[src/rtl/itc_pkg.sv]
package itc_pkg;

  typedef enum logic [2:0] {
    TM_TERM    = 3'd0,
    TM_ONESHOT = 3'd1,
    TM_RATE    = 3'd2,
    TM_SQUARE  = 3'd3,
    TM_SOFTSTB = 3'd4,
    TM_GATESTB = 3'd5
  } tmMode_e;

  // Strobes from the control to the count datapath
  typedef struct packed {
    logic latch;    // capture a new reload value
    logic load;     // copy reload into count
    logic dec;      // step the count down
    logic twoStep;  // square-wave: step by two, load even value
  } cntCtl_t;

endpackage

[src/rtl/itc_edges.sv]
module itc_edges (
  input  logic clk,
  input  logic rstN,
  input  logic tmrClkIn,
  input  logic gateIn,
  output logic tFall,
  output logic gateLvl,
  output logic gateRise
);
  logic tPrev;
  logic gPrev;
  logic tRise;

  assign tFall    = tPrev & ~tmrClkIn;
  assign tRise    = ~tPrev & tmrClkIn;
  assign gateRise = gateIn & ~gPrev;

  always_ff @(posedge clk) begin
    if (!rstN) begin
      tPrev   <= 1'b0;
      gPrev   <= 1'b0;
      gateLvl <= 1'b0;
    end else begin
      tPrev <= tmrClkIn;
      gPrev <= gateIn;
      if (tRise) gateLvl <= gateIn;  // gate level seen at the timer rising edge
    end
  end
endmodule

[src/rtl/itc_count.sv]
module itc_count
  import itc_pkg::*;
#(
  parameter int WIDTH = 16
) (
  input  logic             clk,
  input  logic             rstN,
  input  cntCtl_t          ctl,
  input  logic             bcdMode,
  input  logic [WIDTH-1:0] reloadVal,
  output logic [WIDTH-1:0] countQ,
  output logic             cntZero,
  output logic             cntOne,
  output logic             cntTwo,
  output logic             reloadOdd
);
  localparam int DIGITS = WIDTH / 4;
  localparam logic [WIDTH-1:0] BCD_TOP = WIDTH'({DIGITS{4'h9}});

  function automatic logic [WIDTH-1:0] bcdDecOne(input logic [WIDTH-1:0] v);
    logic [WIDTH-1:0] r;
    logic borrow;
    r = v;
    borrow = 1'b1;
    for (int d = 0; d < DIGITS; d++) begin
      if (borrow) begin
        if (v[d*4 +: 4] == 4'd0) begin
          r[d*4 +: 4] = 4'd9;
        end else begin
          r[d*4 +: 4] = v[d*4 +: 4] - 4'd1;
          borrow = 1'b0;
        end
      end
    end
    return r;
  endfunction

  logic [WIDTH-1:0] reloadQ;
  logic [WIDTH-1:0] cntQ;
  logic [WIDTH-1:0] loadVal;
  logic [WIDTH-1:0] decOnce;
  logic [WIDTH-1:0] decVal;

  assign loadVal = ctl.twoStep ? {reloadQ[WIDTH-1:1], 1'b0} : reloadQ;
  assign decOnce = bcdMode ? bcdDecOne(cntQ) : cntQ - WIDTH'(1);
  assign decVal  = !ctl.twoStep ? decOnce
                 : (bcdMode ? bcdDecOne(decOnce) : cntQ - WIDTH'(2));

  always_ff @(posedge clk) begin
    if (!rstN) begin
      reloadQ <= '0;
      cntQ    <= '0;
    end else begin
      if (ctl.latch) reloadQ <= reloadVal;
      if (ctl.load)      cntQ <= loadVal;
      else if (ctl.dec)  cntQ <= decVal;
    end
  end

  assign countQ    = cntQ;
  assign cntZero   = (cntQ == '0);
  assign cntOne    = (cntQ == WIDTH'(1));
  assign cntTwo    = (cntQ == WIDTH'(2));
  assign reloadOdd = reloadQ[0];

  // a single BCD step from 0000 wraps to all-nines
  p_bcd_wrap_r12: assert property (@(posedge clk) disable iff (!rstN)
    (ctl.dec && !ctl.load && !ctl.twoStep && bcdMode && cntQ == '0) |=> (cntQ == BCD_TOP));

  // a single binary step from 0 wraps to all-ones
  p_bin_wrap_r12: assert property (@(posedge clk) disable iff (!rstN)
    (ctl.dec && !ctl.load && !ctl.twoStep && !bcdMode && cntQ == '0) |=> (cntQ == '1));
endmodule

[src/rtl/itc_ctrl.sv]
module itc_ctrl
  import itc_pkg::*;
(
  input  logic       clk,
  input  logic       rstN,
  input  logic       tFall,
  input  logic       gateLvl,
  input  logic       gateRise,
  input  logic       gateIn,
  input  logic [2:0] modeSel,
  input  logic       bcdSel,
  input  logic       cmdWr,
  input  logic       reloadWr,
  input  logic       cntZero,
  input  logic       cntOne,
  input  logic       cntTwo,
  input  logic       reloadOdd,
  output cntCtl_t    ctl,
  output logic       bcdMode,
  output logic       outPin
);
  tmMode_e modeQ;
  tmMode_e modeEff;
  logic    bcdQ;
  logic    outQ;
  logic    outNext;
  logic    armed;
  logic    loadReq;
  logic    trigPend;
  logic    running;
  logic    gatedMode;
  logic    stepOk;
  logic    waveMode;
  logic    trigMode;

  // codes 6 and 7 fold onto rate generator and square wave
  assign modeEff   = tmMode_e'(modeSel[1] ? {1'b0, modeSel[1:0]} : modeSel);
  assign gatedMode = (modeQ inside {TM_TERM, TM_RATE, TM_SQUARE, TM_SOFTSTB});
  assign waveMode  = (modeQ inside {TM_RATE, TM_SQUARE});
  assign trigMode  = (modeQ inside {TM_ONESHOT, TM_GATESTB});
  assign stepOk    = running && (gateLvl || !gatedMode);

  always_comb begin
    ctl         = '0;
    ctl.latch   = reloadWr && !cmdWr;
    ctl.twoStep = (modeQ == TM_SQUARE);
    outNext     = outQ;
    if (tFall && !cmdWr) begin
      unique case (modeQ)
        TM_TERM: begin
          if (loadReq) ctl.load = 1'b1;
          else if (stepOk) begin
            ctl.dec = 1'b1;
            if (cntOne) outNext = 1'b1;
          end
        end
        TM_ONESHOT: begin
          if (trigPend) begin
            ctl.load = 1'b1;
            outNext  = 1'b0;
          end else if (stepOk) begin
            ctl.dec = 1'b1;
            if (cntOne) outNext = 1'b1;
          end
        end
        TM_RATE: begin
          if (loadReq) begin
            ctl.load = 1'b1;
            outNext  = 1'b1;
          end else if (stepOk) begin
            if (cntOne) begin
              ctl.load = 1'b1;
              outNext  = 1'b1;
            end else begin
              ctl.dec = 1'b1;
              if (cntTwo) outNext = 1'b0;
            end
          end
        end
        TM_SQUARE: begin
          if (loadReq) begin
            ctl.load = 1'b1;
            outNext  = 1'b1;
          end else if (stepOk) begin
            if (reloadOdd && outQ && cntTwo) begin
              ctl.dec = 1'b1;          // odd reload: stretch the high phase
            end else if (cntTwo || (reloadOdd && outQ && cntZero)) begin
              ctl.load = 1'b1;
              outNext  = !outQ;
            end else begin
              ctl.dec = 1'b1;
            end
          end
        end
        TM_SOFTSTB, TM_GATESTB: begin
          if (!outQ) outNext = 1'b1;   // strobe lasts one timer cycle
          if ((modeQ == TM_SOFTSTB) ? loadReq : trigPend) ctl.load = 1'b1;
          else if (stepOk) begin
            ctl.dec = 1'b1;
            if (cntOne) outNext = 1'b0;
          end
        end
        default: ;
      endcase
    end
  end

  always_ff @(posedge clk) begin
    if (!rstN) begin
      modeQ    <= TM_TERM;
      bcdQ     <= 1'b0;
      outQ     <= 1'b0;
      armed    <= 1'b0;
      loadReq  <= 1'b0;
      trigPend <= 1'b0;
      running  <= 1'b0;
    end else if (cmdWr) begin
      modeQ    <= modeEff;
      bcdQ     <= bcdSel;
      outQ     <= (modeEff != TM_TERM);
      armed    <= 1'b0;
      loadReq  <= 1'b0;
      trigPend <= 1'b0;
      running  <= 1'b0;
    end else begin
      outQ <= outNext;
      if (ctl.load) begin
        loadReq  <= 1'b0;
        trigPend <= 1'b0;
        running  <= 1'b1;
      end
      if (reloadWr) begin
        armed <= 1'b1;
        unique case (modeQ)
          TM_TERM: begin
            loadReq <= 1'b1;
            outQ    <= 1'b0;
          end
          TM_SOFTSTB:          loadReq <= 1'b1;
          TM_RATE, TM_SQUARE:  if (!armed) loadReq <= 1'b1;
          default: ;
        endcase
      end
      if (gateRise && armed) begin
        if (trigMode)      trigPend <= 1'b1;
        else if (waveMode) loadReq  <= 1'b1;
      end
      if (waveMode && !gateIn) outQ <= 1'b1;
    end
  end

  assign outPin  = outQ;
  assign bcdMode = bcdQ;

  // count strobes only on a timer falling edge, never load and step together
  p_strobe_on_fall_r3: assert property (@(posedge clk) disable iff (!rstN)
    (ctl.load || ctl.dec) |-> tFall);
  p_load_excl_dec_r3: assert property (@(posedge clk) disable iff (!rstN)
    !(ctl.load && ctl.dec));

  // command forces the mode's initial output level
  p_cmd_level_r2: assert property (@(posedge clk) disable iff (!rstN)
    cmdWr |=> (outQ == ($past(modeEff) != TM_TERM)));

  // terminal count raises and then holds the output in mode 0
  p_term_rise_r4: assert property (@(posedge clk) disable iff (!rstN)
    (modeQ == TM_TERM && ctl.dec && cntOne && !cmdWr && !reloadWr) |=> outQ);
  p_term_hold_r4: assert property (@(posedge clk) disable iff (!rstN)
    (modeQ == TM_TERM && outQ && !cmdWr && !reloadWr) |=> outQ);

  // the one-shot output is low right after its load
  p_oneshot_low_r5: assert property (@(posedge clk) disable iff (!rstN)
    (modeQ == TM_ONESHOT && ctl.load && !cmdWr) |=> !outQ);

  // rate generator is only low while the count sits at one
  p_rate_low_r6: assert property (@(posedge clk) disable iff (!rstN)
    (modeQ == TM_RATE && !outQ) |-> cntOne);

  // gate low forces the output high in the wave modes
  p_gate_high_r7: assert property (@(posedge clk) disable iff (!rstN)
    (waveMode && !gateIn && !cmdWr) |=> outQ);

  // a strobe pulse ends at the next timer falling edge
  p_strobe_short_r10: assert property (@(posedge clk) disable iff (!rstN)
    ((modeQ inside {TM_SOFTSTB, TM_GATESTB}) && !outQ && tFall && !cmdWr) |=> outQ);

  // gated modes step only with the gate seen high at the rising edge
  p_gated_step_r13: assert property (@(posedge clk) disable iff (!rstN)
    (gatedMode && ctl.dec) |-> gateLvl);
endmodule

[src/rtl/interval_timer_chan.sv]
module interval_timer_chan
  import itc_pkg::*;
#(
  parameter int WIDTH = 16
) (
  input  logic             clk,
  input  logic             rstN,
  input  logic             tmrClkIn,
  input  logic             gateIn,
  input  logic [2:0]       modeSel,
  input  logic             bcdSel,
  input  logic             cmdWr,
  input  logic [WIDTH-1:0] reloadVal,
  input  logic             reloadWr,
  output logic             outPin,
  output logic [WIDTH-1:0] countOut
);
  logic    tFall;
  logic    gateLvl;
  logic    gateRise;
  cntCtl_t ctl;
  logic    bcdMode;
  logic    cntZero;
  logic    cntOne;
  logic    cntTwo;
  logic    reloadOdd;

  itc_edges u_edges (
    .clk      (clk),
    .rstN     (rstN),
    .tmrClkIn (tmrClkIn),
    .gateIn   (gateIn),
    .tFall    (tFall),
    .gateLvl  (gateLvl),
    .gateRise (gateRise)
  );

  itc_ctrl u_ctrl (
    .clk       (clk),
    .rstN      (rstN),
    .tFall     (tFall),
    .gateLvl   (gateLvl),
    .gateRise  (gateRise),
    .gateIn    (gateIn),
    .modeSel   (modeSel),
    .bcdSel    (bcdSel),
    .cmdWr     (cmdWr),
    .reloadWr  (reloadWr),
    .cntZero   (cntZero),
    .cntOne    (cntOne),
    .cntTwo    (cntTwo),
    .reloadOdd (reloadOdd),
    .ctl       (ctl),
    .bcdMode   (bcdMode),
    .outPin    (outPin)
  );

  itc_count #(.WIDTH(WIDTH)) u_count (
    .clk       (clk),
    .rstN      (rstN),
    .ctl       (ctl),
    .bcdMode   (bcdMode),
    .reloadVal (reloadVal),
    .countQ    (countOut),
    .cntZero   (cntZero),
    .cntOne    (cntOne),
    .cntTwo    (cntTwo),
    .reloadOdd (reloadOdd)
  );
endmodule

[config.mk]
export PLATFORM = sky130hd
export DESIGN_NAME = interval_timer_chan
export DESIGN_NICKNAME = d
export VERILOG_FILES = /design/src/rtl/itc_pkg.sv /design/src/rtl/itc_edges.sv /design/src/rtl/itc_count.sv /design/src/rtl/itc_ctrl.sv /design/src/rtl/interval_timer_chan.sv
export SDC_FILE = /design/constraint.sdc
export NUM_CORES = 1
export LEC_CHECK = 0
export ABC_AREA = 1
export ABC_CLOCK_PERIOD_IN_PS = 3400
export BUFFER_PORTS_ARGS = -buffer_cell sky130_fd_sc_hd__buf_2
export CORE_UTILIZATION = 40
export CTS_BUF_LIST = sky130_fd_sc_hd__clkbuf_4 sky130_fd_sc_hd__clkbuf_8
export DETAILED_ROUTE_END_ITERATION = 8
export GPL_TIMING_DRIVEN = 0
export MAX_ROUTING_LAYER = met4
export PLACE_DENSITY = 0.64
export SLEW_MARGIN = 20
export SYNTH_ARGS = -nofsm -noshare
export SYNTH_HDL_FRONTEND = slang
export SYNTH_SLANG_ARGS = --single-unit
[constraint.sdc]
create_clock -name clk -period 3.4 [get_ports clk]
set_input_delay 0.51 -clock clk [delete_from_list [all_inputs] [get_ports clk]]
set_output_delay 0.51 -clock clk [all_outputs]
set_load 0.02 [all_outputs]
# After elaboration in Yosys (flattened, before gate mapping)
# Index checks and enable logic that the tools add are counted.
# totals
out_inout_bits	17
inputBits	26
regBits	44
# classes
muxes	83
n_eq_ne	7
bitwise_logic	7
n_reduce_logical	33
add_sub_neg	10
# op_table
op	count
$mux 16	5
$mux 1	57
$mux 4	14
$logic_not 4->1	8
$sub 4x1->4 const B	8
$eq 16x1->1 const B	1
$eq 16x2->1 const B	1
$logic_not 16->1	1
$sub 16x1->16 const B	1
$sub 16x2->16 const B	1
$pmux 2 s5	1
$logic_and 1x1->1	8
$reduce_or 2->1	4
$eq 3x2->1 const B	2
$eq 3x3->1 const B	2
$mux 2	3
$reduce_bool 2->1	3
$pmux 1 s5	1
$logic_not 1->1	4
$not 1->1	4
$reduce_bool 4->1	1
$and 1x1->1	3
$eq 3x1->1 const B	1
$logic_not 3->1	1
other kinds (4)	5

# Longest topological paths before layout
# Gate-level depths: netlist of run 1.
# depth
word_depth	16
ltp_mapped	20
ltp_nobuf	20

# Modules after synthesis
# Synthesis of run 1 repeated with hierarchy kept, for this count alone.
# hier_totals
cells_unflattened	611
hier_area_um2	3652.3
# by_module_without_submodules
mod	area_each_um2	n_inst	seq_area_each_um2	cells_each
itc_count	2846.5	1	640.6	478
itc_ctrl	695.7	1	180.2	118
itc_edges	110.1	1	60.1	15

# Worst setup path after synthesis of run 1
# OpenSTA, ideal clock, no wires.
# synth_path
kind	reg-to-reg
startpoint	register u_count.cntQ[1] (netlist: u_count.countQ[1])
endpoint	register u_count.cntQ[11] (netlist: u_count.countQ[11])
path_buffers	0
arrival_time_ps	2219
setup_slack_ps	1060
path_stages_with_launch	14
required_time_ps	3279
cell_sequence	dfxtp_1 inv_1 ha_1 nand2_1 nand2_2 xor2_1 nand3_2 nor2_4 nand2_4 nor2_8 nand4_1 o21ai_0 o21ai_1 nor3b_2
# synth_via
elab_chain_len	12
word_cells_on_any_way	44
classes_between	4 x add/sub; 2 x eq/ne; 29 x mux; 9 x reduce/logical
# synth_lines
item	line	text
start: declaration	itc_count.sv:39	logic [WIDTH-1:0] cntQ;
start signal: assignment	itc_count.sv:55	if (ctl.load) cntQ <= loadVal;
start signal: assignment	itc_count.sv:56	else if (ctl.dec) cntQ <= decVal;
parallel branches: the longest is 12 deep, another holds $sub 16x1->16	-	
# Parallel ways; which one is timed is not known. The select of a mux whose other input is x is not followed.
# A chain may end at the register's enable or synchronous reset.

# Final worst setup path of run 1
# layout_path
startpoint	register u_count.cntQ[1] (netlist: u_count.countQ[1])
endpoint	register u_count.cntQ[10] (netlist: u_count.countQ[10])
# The elaborated chain is that of the path after synthesis.

==> impl_results.md, run 1 <==
* Count of cell types in the netlist at 40
* Worst EP required at approximately 3600 ps
* Number of design rule violations left after detail routing at 0
* Peak clock frequency supported by timing at between 300 and 400 MHz
* Post-synthesis sequential area ratio at between 20% and 30%
* H-Tree Depth at 2
* Clock buffers created by TritonCTS at 5
* Flop and latch count out of synthesis at between 40 and 50
* Fraction of final layout cells with drive strength greater than 1 at around 17%
* Routability Congestion at 0.9332
* Number of standard cells after synthesis at approximately 670
* Area used by sequential logic in the layout at roughly 880 um2
* Worst-margin pin slew at between 600 and 700 ps
* Maximum root-to-sink buffer count at 2
* Area of the core at slightly below 0.01 mm2
* Largest delay contributor family on the critical path: simple AND/OR/NAND/NOR gates
* Worst hold path type: primary input to flip-flop
* Count of flip-flops with a built-in enable after synthesis at 0
* Syn Nets at around 710
* Post-Place Cell Area at approximately 0.0044 mm2
* Commonest cells post-synth: sky130_fd_sc_hd__nand2_1 (180), sky130_fd_sc_hd__nor2_1 (93), sky130_fd_sc_hd__inv_1 (64)
* P_leak at 2.237 nW
* Number of clock sinks at 44
* Cell taking the most area after synthesis: sky130_fd_sc_hd__dfxtp_1
* Most numerous cell in the Yosys netlist: sky130_fd_sc_hd__nand2_1
* Pre-CTS WS at 755.2 ps
* Clock Tree Root: sky130_fd_sc_hd__clkbuf_8
* Drt wl/cell at between 10 and 15 um
* Maximum number of pins on one net before global-route repair at 15
* Port-buffer cells at ~40
* Non-Filler Cell Area, Final at approximately 0.0045 mm2
* Total global routing overflow at 0
* Maximum fanout along the worst path at 10
* Antenna diode count at 0
* Overall via count from detail_route at roughly 4400
* Net switching fraction of the power at 31.34%
* Result of the run: finished clean
* Share of the synthesized area in the top cell type at 21.93%
* Share of the cycle needed by the critical path after routing at between 70 and 80%
* DRC marker count from the first detailed-route iteration at about 360
* Number of warnings printed during yosys synthesis at 0
* Standard-cell rows at 36
* Area added between synthesis and finish at 11.56%
* Post-layout nets at 753
* Slew Limit Headroom at approximately 57%
* Die area at roughly 0.010 mm2
* Fill cell instance count of the final layout at between 1000 and 1500
* Share of power burned in combinational logic at approximately a fifth
* TritonCTS clock tree: yes
* Effective utilization at floorplan at about 40%
* Global-route wire length before repair at approximately 20 mm
* Post-synthesis cell area at approximately 0.004 mm2
* Area of combinational cells with multiple inputs at ~0.0027 mm2
* Switching power of the nets at approximately 0.00035 W
* Utilization after layout at a little under half
* Leading post-synthesis cells by cell area: sky130_fd_sc_hd__dfxtp_1 (22%), sky130_fd_sc_hd__nand2_1 (17%), sky130_fd_sc_hd__nor2_1 (8.7%)
* Worst reg-to-reg setup slack at about 690 ps
* Worst-path cell chain: inv_1 -> ha_1 -> nand2_1 -> nand2_2 -> xor2_1 -> nand3_2 -> nor2_4 -> nand2_4 -> nor2_8 -> inv_2 -> o21ai_0 -> nand2_1 -> nand2_1 -> nand2_1 -> nand3_1 -> a21oi_2
* Cell type with the highest occurrence count on the critical path: sky130_fd_sc_hd__nand2_1
* Maxcap violations at 0
* Latest clock arrival within the worst-skew pair at ~300 ps
* Clock slew seen by the registers of the worst setup and hold paths at around 90 ps
* Fraction of power consumed by sequential logic at roughly 50%
* Detail-routed via count per cell at ~5.2
* Detailed placement HPWL at slightly below 10 mm
* Antenna viol nets, final at 0
* Setup clock skew after layout at roughly 8.9 ps
* Post-layout worst setup margin at approximately 700 ps
* Design internal power at ~0.00076 W
* Chip height at 102.2 um
* IR drop worst, VDD at 0.0002935 V
* Die width at 102.2 um
* Total global routing track utilization at between 20% and 30%
* Initial antenna violation count at 0
* Power density over the cells at around 250 mW/mm2
* Bufs and invs on worst path at 2
* RSZ-0062 raised after global routing: false
* Endpoint class of the critical path: flip-flop
* Total routed wirelength at about 12 mm
* Post-route worst hold slack at roughly 420 ps
* Avg Inst Size Synth at between 5 and 6 um2
* Number of hold-slack violations in the final timing report at 0
* Vias in the first global route at slightly above 4000
* TritonRoute pass-1 iters at 5
* Time the worst path needs with I/O delays and setup at around 2700 ps
* Most used flip-flop cell after synthesis: sky130_fd_sc_hd__dfxtp_1
* Final setup vio count at 0
* Arrival time worst endpoint at roughly 2900 ps
* Async S/R FF share, synth at 0%
* Number of gates resized after CTS at 0
* Top-level I/O count at 43
* Kind of start point of the critical path: flip-flop
* Max Slew Vio Count at 0
* Post-CTS setup buffers at 0
* Slowest cell on crit path: sky130_fd_sc_hd__dfxtp_1
* CTS Hold Buffers Added at 0
* Final TNS setup at 0 ps
* Category of the most critical setup path: flip-flop to flip-flop
* Largest incremental delay on the critical path at about 500 ps
* Clock share of power at roughly 30%
kinds of logic (layout without fill, tap and decap cells):
kind of cell | after synthesis | in the layout | synth area share (%)
simple gates | 397 | 397 | 47.26
compound gates | 114 | 114 | 16.08
buf+inv | 99 | 148 | 10.28
flops | 44 | 44 | 21.93
xor+xnor | 9 | 9 | 1.963
fa+ha+maj | 8 | 8 | 2.492
power by group through the flow:
stage | sequential [W] | clock [W] | combinational [W]
after global placement | 0.000561 | 0 | 0.000211
after detailed placement | 0.000562 | 0 | 0.000213
after global routing | 0.000553 | 0.000374 | 0.000244
after CTS | 0.000550 | 0.000349 | 0.000214
final | 0.000550 | 0.000338 | 0.000217
after floorplan | 0.000559 | 0 | 0.000150
layout make-up:
class                           instances  area share [%]
Clock inverter                          2          0.3630
Buffer                                 20           2.485
Tap cell                              133           3.714
Timing Repair Buffer                   41           4.580
Multi-Input combinational cell        528           60.77
Inverter                               79           6.730
Sequential cell                        44           19.66
Clock buffer                            6           1.703
path summary, 6_finish.rpt:
kind,startpoint,endpoint,cells past startpoint
min reg2reg,u_count.reloadQ[12]$_SDFFE_PN0P_,u_count.reloadQ[12]$_SDFFE_PN0P_,2
max,u_count.countQ[1]$_SDFFE_PN0P_,u_count.countQ[10]$_SDFFE_PN0P_,16
max reg2reg,u_count.countQ[1]$_SDFFE_PN0P_,u_count.countQ[10]$_SDFFE_PN0P_,16
min,reloadVal[6],u_count.reloadQ[6]$_SDFFE_PN0P_,3
metrics by stage:
step           total power (W)  instances
5_1_grt               0.001170        853
4_1_cts               0.001112        853
3_3_place_gp         0.0007722        845
3_5_place_dp         0.0007746        845
6_report              0.001105        853
2_1_floorplan        0.0007087        671
routing by layer:
layer	share of wire, %	track usage [%]
met1	49	35.47
met2	44	40.01
met3	5.2	1.505
met4	2.1	7.582
met5	0	-
worst reg2reg max path, cell delays in order, from the launching register on:
cell,delay (ps)
sky130_fd_sc_hd__dfxtp_1,500
sky130_fd_sc_hd__inv_1,200
sky130_fd_sc_hd__ha_1,240
sky130_fd_sc_hd__nand2_1,150
sky130_fd_sc_hd__nand2_2,110
sky130_fd_sc_hd__xor2_1,210
sky130_fd_sc_hd__nand3_2,170
sky130_fd_sc_hd__nor2_4,180
sky130_fd_sc_hd__nand2_4,90
sky130_fd_sc_hd__nor2_8,170
sky130_fd_sc_hd__inv_2,50
sky130_fd_sc_hd__o21ai_0,150
sky130_fd_sc_hd__nand2_1,70
sky130_fd_sc_hd__nand2_1,60
sky130_fd_sc_hd__nand2_1,60
sky130_fd_sc_hd__nand3_1,100
sky130_fd_sc_hd__a21oi_2,60
placed cells by master, fill, tap and decap left out, types with 2 or more instances in the layout:
master / synthesis / layout
sky130_fd_sc_hd__a21oi_1: 32 / 32
sky130_fd_sc_hd__a22oi_1: 3 / 3
sky130_fd_sc_hd__a31oi_1: 6 / 6
sky130_fd_sc_hd__buf_2: 5 / 46
sky130_fd_sc_hd__buf_4: 2 / 2
sky130_fd_sc_hd__buf_6: 3 / 3
sky130_fd_sc_hd__clkbuf_1: 9 / 9
sky130_fd_sc_hd__clkbuf_8: 0 / 5
sky130_fd_sc_hd__clkinv_1: 2 / 2
sky130_fd_sc_hd__dfxtp_1: 44 / 44
sky130_fd_sc_hd__ha_1: 8 / 8
sky130_fd_sc_hd__inv_1: 64 / 64
sky130_fd_sc_hd__inv_2: 11 / 11
sky130_fd_sc_hd__inv_4: 2 / 2
sky130_fd_sc_hd__nand2_1: 180 / 180
sky130_fd_sc_hd__nand2_2: 12 / 12
sky130_fd_sc_hd__nand2_4: 11 / 11
sky130_fd_sc_hd__nand3_1: 55 / 55
sky130_fd_sc_hd__nand3_2: 7 / 7
sky130_fd_sc_hd__nand3b_1: 3 / 3
sky130_fd_sc_hd__nand4_1: 10 / 10
sky130_fd_sc_hd__nor2_1: 93 / 93
sky130_fd_sc_hd__nor2_2: 3 / 3
sky130_fd_sc_hd__nor2_4: 14 / 14
sky130_fd_sc_hd__nor3_1: 7 / 7
sky130_fd_sc_hd__o211ai_1: 4 / 4
sky130_fd_sc_hd__o21ai_0: 50 / 50
sky130_fd_sc_hd__o21ai_1: 8 / 8
sky130_fd_sc_hd__o221ai_1: 2 / 2
sky130_fd_sc_hd__o22ai_1: 2 / 2
sky130_fd_sc_hd__xor2_1: 9 / 9
Power figures use the tool's default switching activity.
==> run 2, diff against run 1 <==
Settings changed: ABC_CLOCK_PERIOD_IN_PS 3400 to 2300, PLACE_DENSITY 0.64 to 0.66.
Clock period 3.4 ns to 2.3 ns, I/O delays scaled along.
==> impl_results.md, run 2 (synthesis results as in run 1) <==
* Total global routing overflow at 0
* Peak clock frequency supported by timing at 432.1 MHz
* Maxcap violations at 0
* Die width at just over 100 um
* Detail-routed via count per cell at 5.191
* Power density over the cells at approximately 330 mW/mm2
* Commonest non-fill, non-tap cells in the layout: sky130_fd_sc_hd__nand2_1 (171), sky130_fd_sc_hd__nor2_1 (86), sky130_fd_sc_hd__inv_1 (61), sky130_fd_sc_hd__nand3_1 (52), sky130_fd_sc_hd__o21ai_0 (47)
* Category of the most critical setup path: flip-flop to flip-flop
* Port-buffer cells at 41
* Startpoint of the worst-slack reg-to-reg timing path: u_count.countQ[1]$_SDFFE_PN0P_
* Fraction of final layout cells with drive strength greater than 1 at 26.64%
* Number of hold-slack violations in the final timing report at 0
* Maximum root-to-sink buffer count at 2
* Time the worst path needs with I/O delays and setup at between 2000 and 2500 ps
* Drt wl/cell at around 14 um
* Antenna diode count at 0
* Routability Congestion at approximately 0.9
* Antenna viol nets, final at 0
* Worst-margin pin slew at 553.2 ps
* Critical path origin: u_count.countQ[1]$_SDFFE_PN0P_
* Worst hold path type: primary input to flip-flop
* Standard-cell rows at 36
* Endpoint class of the critical path: flip-flop
* Post-Place Cell Area at around 0.0044 mm2
* Overall power at 0.001610 W
* Die area at 0.01045 mm2
* Final setup vio count at 1
* Final TNS setup at -14.27 ps
* Pre-CTS WS at -205.5 ps
* Latest clock arrival within the worst-skew pair at just under 300 ps
* Number of design rule violations left after detail routing at 0
* Worst hold path startpoint: reloadVal[5]
* Arrival time worst endpoint at between 2000 and 2500 ps
* DRC marker count from the first detailed-route iteration at approximately 350
* Area added between synthesis and finish at 22.68%
* H-Tree Depth at 2
* Setup clock skew after layout at 5.862 ps
* TritonRoute pass-1 iters at 5
* Worst reg2reg path depth at 14
* Chip height at around 100 um
* Global-route wire length before repair at 19.95 mm
* Failing checks: setup timing
* Clock slew seen by the registers of the worst setup and hold paths at 80 ps
* Area of the core at ~0.0098 mm2
* Worst EP required at 2470 ps
* Total routed wirelength at 12.54 mm
* Count of cells along the worst hold path at 3
* IR drop worst, VDD at approximately 0.00044 V
* Capture endpoint of the worst hold path: u_count.reloadQ[5]$_SDFFE_PN0P_
* Initial antenna violation count at 0
* Top-level I/O count at 43
* CTS Hold Buffers Added at 0
* Capturing point of the worst reg2reg path: u_count.countQ[13]$_SDFFE_PN0P_
* Post-layout worst setup margin at -14.27 ps
* Cell Count, Final, Fillers Out at 880
* Kind of start point of the critical path: flip-flop
* Number of clock sinks at 44
* Worst reg-to-reg setup slack at -10 ps
* Maximum number of pins on one net before global-route repair at 14
* Max Slew Vio Count at 0
* Vias in the first global route at ~4000
* Slew Limit Headroom at around 63%
* TritonCTS clock tree: yes
* Clock buffers created by TritonCTS at 5
* Result of the run: finished, violations left
* Maximum fanout along the worst path at 6
* Clock Tree Root: sky130_fd_sc_hd__clkbuf_8
* Most common cell after layout, fill and taps aside: sky130_fd_sc_hd__nand2_1
* Overall via count from detail_route at 4568
* P_leak at about 2.4 nW
* Placed Instances at about 850
* Total global routing track utilization at 25.36%
* Detailed placement HPWL at roughly 9.6 mm
* Share of the cycle needed by the critical path after routing at 100.6%
* Post-layout nets at around 780
* Non-Filler Cell Area, Final at between 0.004 and 0.005 mm2
* Effective utilization at floorplan at about two fifths
* RSZ-0062 raised after global routing: true
run 2: cell types whose count changed in the layout (fill, tap and decap cells not counted), moves of 6 or more:
cell	before	now
sky130_fd_sc_hd__dfxtp_1	44	34
sky130_fd_sc_hd__buf_4	2	24
sky130_fd_sc_hd__nand2_1	180	171
sky130_fd_sc_hd__nor2_1	93	86
sky130_fd_sc_hd__nand2_2	12	18
run 2: power breakdown:
| group | switching [W] | internal (W) |
|---|---|---|
| logic | 0.000226 | 0.000112 |
| registers | 0.0000222 | 0.000785 |
| clock network | 0.000259 | 0.000206 |
run 2: area by class of cell:
class / count / area (um2)
fill: 1035 / 4847
multi-input combinational: 529 / 2909
sequential: 44 / 905.9
timing repair buffer: 67 / 415.4
inverter: 79 / 322.8
tap: 133 / 166.4
buffer: 20 / 120.1
clock buffer: 5 / 68.82
clock inverter: 2 / 12.51
timing repair inverter: 1 / 6.256
run 2: timing repair:
item                                    CTS  global route
buffers inserted                          7            18
endpoints found under the setup margin   17            17
gates cloned                              2             1
pin swaps                                 8            22
resized for setup                        35            45
run 2: per-stage QoR:
stage          hold WS [ps]  util [%]
6_report              269.1     50.41
5_1_grt               270.9     50.41
4_1_cts               263.6     47.48
3_5_place_dp          475.7     44.92
3_3_place_gp          466.5     44.92
2_1_floorplan         430.3         -
run 2: worst max path at each step:
stage / endpoint / slack (ps)
2_1_floorplan: u_count.countQ[11]$_SDFFE_PN0P_ / 20
3_3_place_gp: u_count.countQ[13]$_SDFFE_PN0P_ / -230
3_5_place_dp: u_count.countQ[13]$_SDFFE_PN0P_ / -210
4_1_cts: u_count.countQ[13]$_SDFFE_PN0P_ / 10
5_1_grt: u_count.countQ[14]$_SDFFE_PN0P_ / -180
6_report: u_count.countQ[13]$_SDFFE_PN0P_ / -10
run 2: critical path, stage by stage (launching register included):
cell and delay (ps):
sky130_fd_sc_hd__dfxtp_4 380, sky130_fd_sc_hd__clkinvlp_4 160, sky130_fd_sc_hd__ha_2 230, sky130_fd_sc_hd__nand2_2 100, sky130_fd_sc_hd__nand2_4 80, sky130_fd_sc_hd__xor2_2 170, sky130_fd_sc_hd__nand3_2 120, sky130_fd_sc_hd__nor2_4 160
sky130_fd_sc_hd__nand2_4 110, sky130_fd_sc_hd__nor2_8 140, sky130_fd_sc_hd__nand4_1 130, sky130_fd_sc_hd__nand3_1 110, sky130_fd_sc_hd__nand3_1 120, sky130_fd_sc_hd__a21oi_2 140, sky130_fd_sc_hd__nor2_1 40
run 2: routing by layer:
metal	share of wire, %	vias up	wire (um)	global-route usage (%)
met5	0	-	0	-
met4	1.7	0	218	6.154
met3	4.8	17	606	2.052
met2	46	146	5736	40.37
met1	48	2069	5979	34.72
li1	-	2336	-	-
==> run 3, diff against run 2 <==
Settings changed: ABC_AREA 1 to 0.
==> impl_results.md, run 3 <==
* Result of the run: finished, violations left
* Failing checks: setup timing
* Overall via count from detail_route at 4379
* Detailed placement HPWL at a little over 9 mm
* Pre-CTS WS at -950.0 ps
* Kind of start point of the critical path: flip-flop
* Share of power burned in combinational logic at about 18%
* Routability Congestion at ~0.95
* Die width at 98.13 um
* Total routed wirelength at 13.61 mm
* Number of design rule violations left after detail routing at 0
* Leading post-synthesis cells by cell area: sky130_fd_sc_hd__dfxtp_1 (24%), sky130_fd_sc_hd__nand2_1 (6.3%), sky130_fd_sc_hd__a21boi_0 (4.5%)
* Area added between synthesis and finish at 41.06%
* Net switching fraction of the power at roughly 28%
* Worst EP required at about 2500 ps
* Slowest cell on crit path: sky130_fd_sc_hd__or4_4
* Worst hold path type: primary input to flip-flop
* Drt wl/cell at a little under 20 um
* Setup clock skew after layout at just under 7 ps
* Most common cell after layout, fill and taps aside: sky130_fd_sc_hd__nand2_1
* Endpoint class of the critical path: flip-flop
* Maximum number of pins on one net before global-route repair at 13
* Number of hold-slack violations in the final timing report at 0
* Clock share of power at around a third
* Antenna diode count at 0
* Die area at between 0.009 and 0.01 mm2
* Number of clock sinks at 44
* Latest clock arrival within the worst-skew pair at approximately 300 ps
* Post-synthesis cell area at between 0.003 and 0.004 mm2
* Power density over the cells at 309.9 mW/mm2
* Worst-path cell chain: buf_8 -> inv_8 -> ha_4 -> mux2i_4 -> o31a_1 -> or4_4 -> or2_4 -> nor4_4 -> buf_4 -> a21oi_2 -> o21a_1 -> o31ai_2
* Syn Nets at 519
* TritonCTS clock tree: yes
* Post-synthesis sequential area ratio at a little under a quarter
* P_leak at about 2.1 nW
* Overall power at approximately 0.0016 W
* Clock buffers created by TritonCTS at 5
* DRC marker count from the first detailed-route iteration at 526
* Number of standard cells after synthesis at about 490
* IR drop worst, VDD at 0.0003698 V
* Commonest cells post-synth: sky130_fd_sc_hd__nand2_1 (62), sky130_fd_sc_hd__dfxtp_1 (44), sky130_fd_sc_hd__nor2_1 (39)
* Flop and latch count out of synthesis at 44
* Switching power of the nets at between 0.0004 and 0.0005 W
* Number of warnings printed during yosys synthesis at 0
* Initial antenna violation count at 0
* Post-layout worst setup margin at -583.5 ps
* TritonRoute pass-1 iters at 5
* Count of flip-flops with a built-in enable after synthesis at 0
* Async S/R FF share, synth at 0%
* Total global routing overflow at 0
* Share of the synthesized area in the top cell type at a little under a quarter
* Post-layout nets at about 600
* Standard-cell rows at 34
* Largest incremental delay on the critical path at 570 ps
* Worst-margin pin slew at just under 900 ps
* Arrival time worst endpoint at about 3100 ps
* Most used flip-flop cell after synthesis: sky130_fd_sc_hd__dfxtp_1
* Maximum root-to-sink buffer count at 2
* Port-buffer cells at 42
* Global-route wire length before repair at 20.51 mm
* Slew Limit Headroom at 40.72%
* Top-level I/O count at 43
* CTS Hold Buffers Added at 0
* Maximum fanout along the worst path at 9
* Chip height at 98.13 um
* Peak clock frequency supported by timing at ~350 MHz
* Antenna viol nets, final at 0
* Clock slew seen by the registers of the worst setup and hold paths at about 80 ps
* Clock Tree Root: sky130_fd_sc_hd__clkbuf_8
* Category of the most critical setup path: flip-flop to flip-flop
* Most numerous cell in the Yosys netlist: sky130_fd_sc_hd__nand2_1
* Max Slew Vio Count at 0
* Total global routing track utilization at between 20% and 30%
* Effective utilization at floorplan at a little over two fifths
* Fraction of final layout cells with drive strength greater than 1 at a little over a third
* H-Tree Depth at 2
* Maxcap violations at 0
* Commonest non-fill, non-tap cells in the layout: sky130_fd_sc_hd__nand2_1 (59), sky130_fd_sc_hd__buf_2 (46), sky130_fd_sc_hd__buf_4 (42), sky130_fd_sc_hd__dfxtp_1 (39), sky130_fd_sc_hd__nor2_1 (37)
* Cell taking the most area after synthesis: sky130_fd_sc_hd__dfxtp_1
* Area of the core at approximately 0.0088 mm2
* Avg Inst Size Synth at ~7.6 um2
* Time the worst path needs with I/O delays and setup at 2884 ps
* RSZ-0062 raised after global routing: true
* Final setup vio count at 20
* Count of cell types in the netlist at 81
* Detail-routed via count per cell at around 6.3
* Share of the cycle needed by the critical path after routing at 125.4%
* Fraction of power consumed by sequential logic at 49.7%
* Vias in the first global route at a little under 4000
* Design internal power at around 0.0012 W
-- run 3: cell types whose count changed in the layout (fill, tap and decap cells not counted), moves of 18 or more --
| cell | previous run | this run |
|---|---|---|
| sky130_fd_sc_hd__nand2_1 | 171 | 59 |
| sky130_fd_sc_hd__inv_1 | 61 | 5 |
| sky130_fd_sc_hd__nor2_1 | 86 | 37 |
| sky130_fd_sc_hd__nand3_1 | 52 | 8 |
| sky130_fd_sc_hd__o21ai_0 | 47 | 16 |
| sky130_fd_sc_hd__a21boi_0 | 0 | 18 |
| sky130_fd_sc_hd__buf_4 | 24 | 42 |
-- run 3: cells by family after synthesis --
group | Yosys count | synth area share [%]
xor+xnor | 19 | 4.502
compound gates | 145 | 27.96
simple gates | 206 | 31.38
fa+ha+maj | 8 | 2.708
mux | 12 | 3.419
flops | 44 | 23.83
buf+inv | 51 | 6.195
-- run 3: through the flow --
| stage | area (um2) | utilization (%) | std cells | setup TNS, ps | hold slack (ps) |
|---|---|---|---|---|---|
| after floorplan | 3826 | - | 485 | -6979 | 440.8 |
| after global routing | 5214 | 58.92 | 692 | -10710 | 288.5 |
| after CTS | 4860 | 54.92 | 675 | -10070 | 289.3 |
| after detailed placement | 4172 | 47.14 | 635 | -16360 | 462.6 |
| final | 5214 | 58.92 | 692 | -9132 | 290.4 |
| after global placement | 4172 | 47.14 | 635 | -16690 | 458.4 |
-- run 3: layout make-up --
cell class | instances | area (um2)
multi-input combinational | 391 | 3067
clock buffer | 8 | 97.59
timing repair buffer | 95 | 678.2
sequential | 44 | 897.1
tap | 108 | 135.1
inverter | 11 | 76.32
fill | 792 | 3635
buffer | 35 | 262.8
-- run 3: metal layers --
metal	GRT usage, %	wire length [um]	part of all wire [%]
met1	34.44	5391	40
met2	45.18	6567	48
met3	2.720	1196	8.8
met4	11.07	453	3.3
met5	-	0	0
-- run 3: timing repair --
item,4_1_cts,5_1_grt
gates cloned,2,2
hold endpoints to repair,0,0
endpoints found under the setup margin,21,21
setup buffers,31,20
gates resized for setup,74,46
pin swaps,34,34
-- run 3: worst paths after layout --
path / endpoint / slack, ps / start / cells past startpoint
worst max-delay path: u_count.countQ[12]$_SDFFE_PN0P_ / -580 / u_count.countQ[0]$_SDFFE_PN0P_ / 12
worst min-delay path: u_count.reloadQ[10]$_SDFFE_PN0P_ / 290 / reloadVal[10] / 3
worst max register to register: u_count.countQ[12]$_SDFFE_PN0P_ / -580 / u_count.countQ[0]$_SDFFE_PN0P_ / 12
worst min register to register: u_count.reloadQ[15]$_SDFFE_PN0P_ / 470 / u_count.reloadQ[15]$_SDFFE_PN0P_ / 2
-- run 3: worst max-delay path: cells and delay by family, from the launching register on --
family,cells,cell delay [ps]
mux,1,90
fa+ha+maj,1,170
compound gates,4,700
simple gates,3,1040
buf+inv,3,430
flops,1,360
-- run 3: power groups by stage --
| stage | Clock (W) | Combinational (W) | Sequential, W |
|---|---|---|---|
| detailed placement | 0 | 0.000243 | 0.000818 |
| CTS | 0.000532 | 0.000263 | 0.000800 |
| finish | 0.000528 | 0.000286 | 0.000802 |
| global placement | 0 | 0.000240 | 0.000818 |
| global route | 0.000565 | 0.000307 | 0.000804 |
| floorplan | 0 | 0.000167 | 0.000813 |
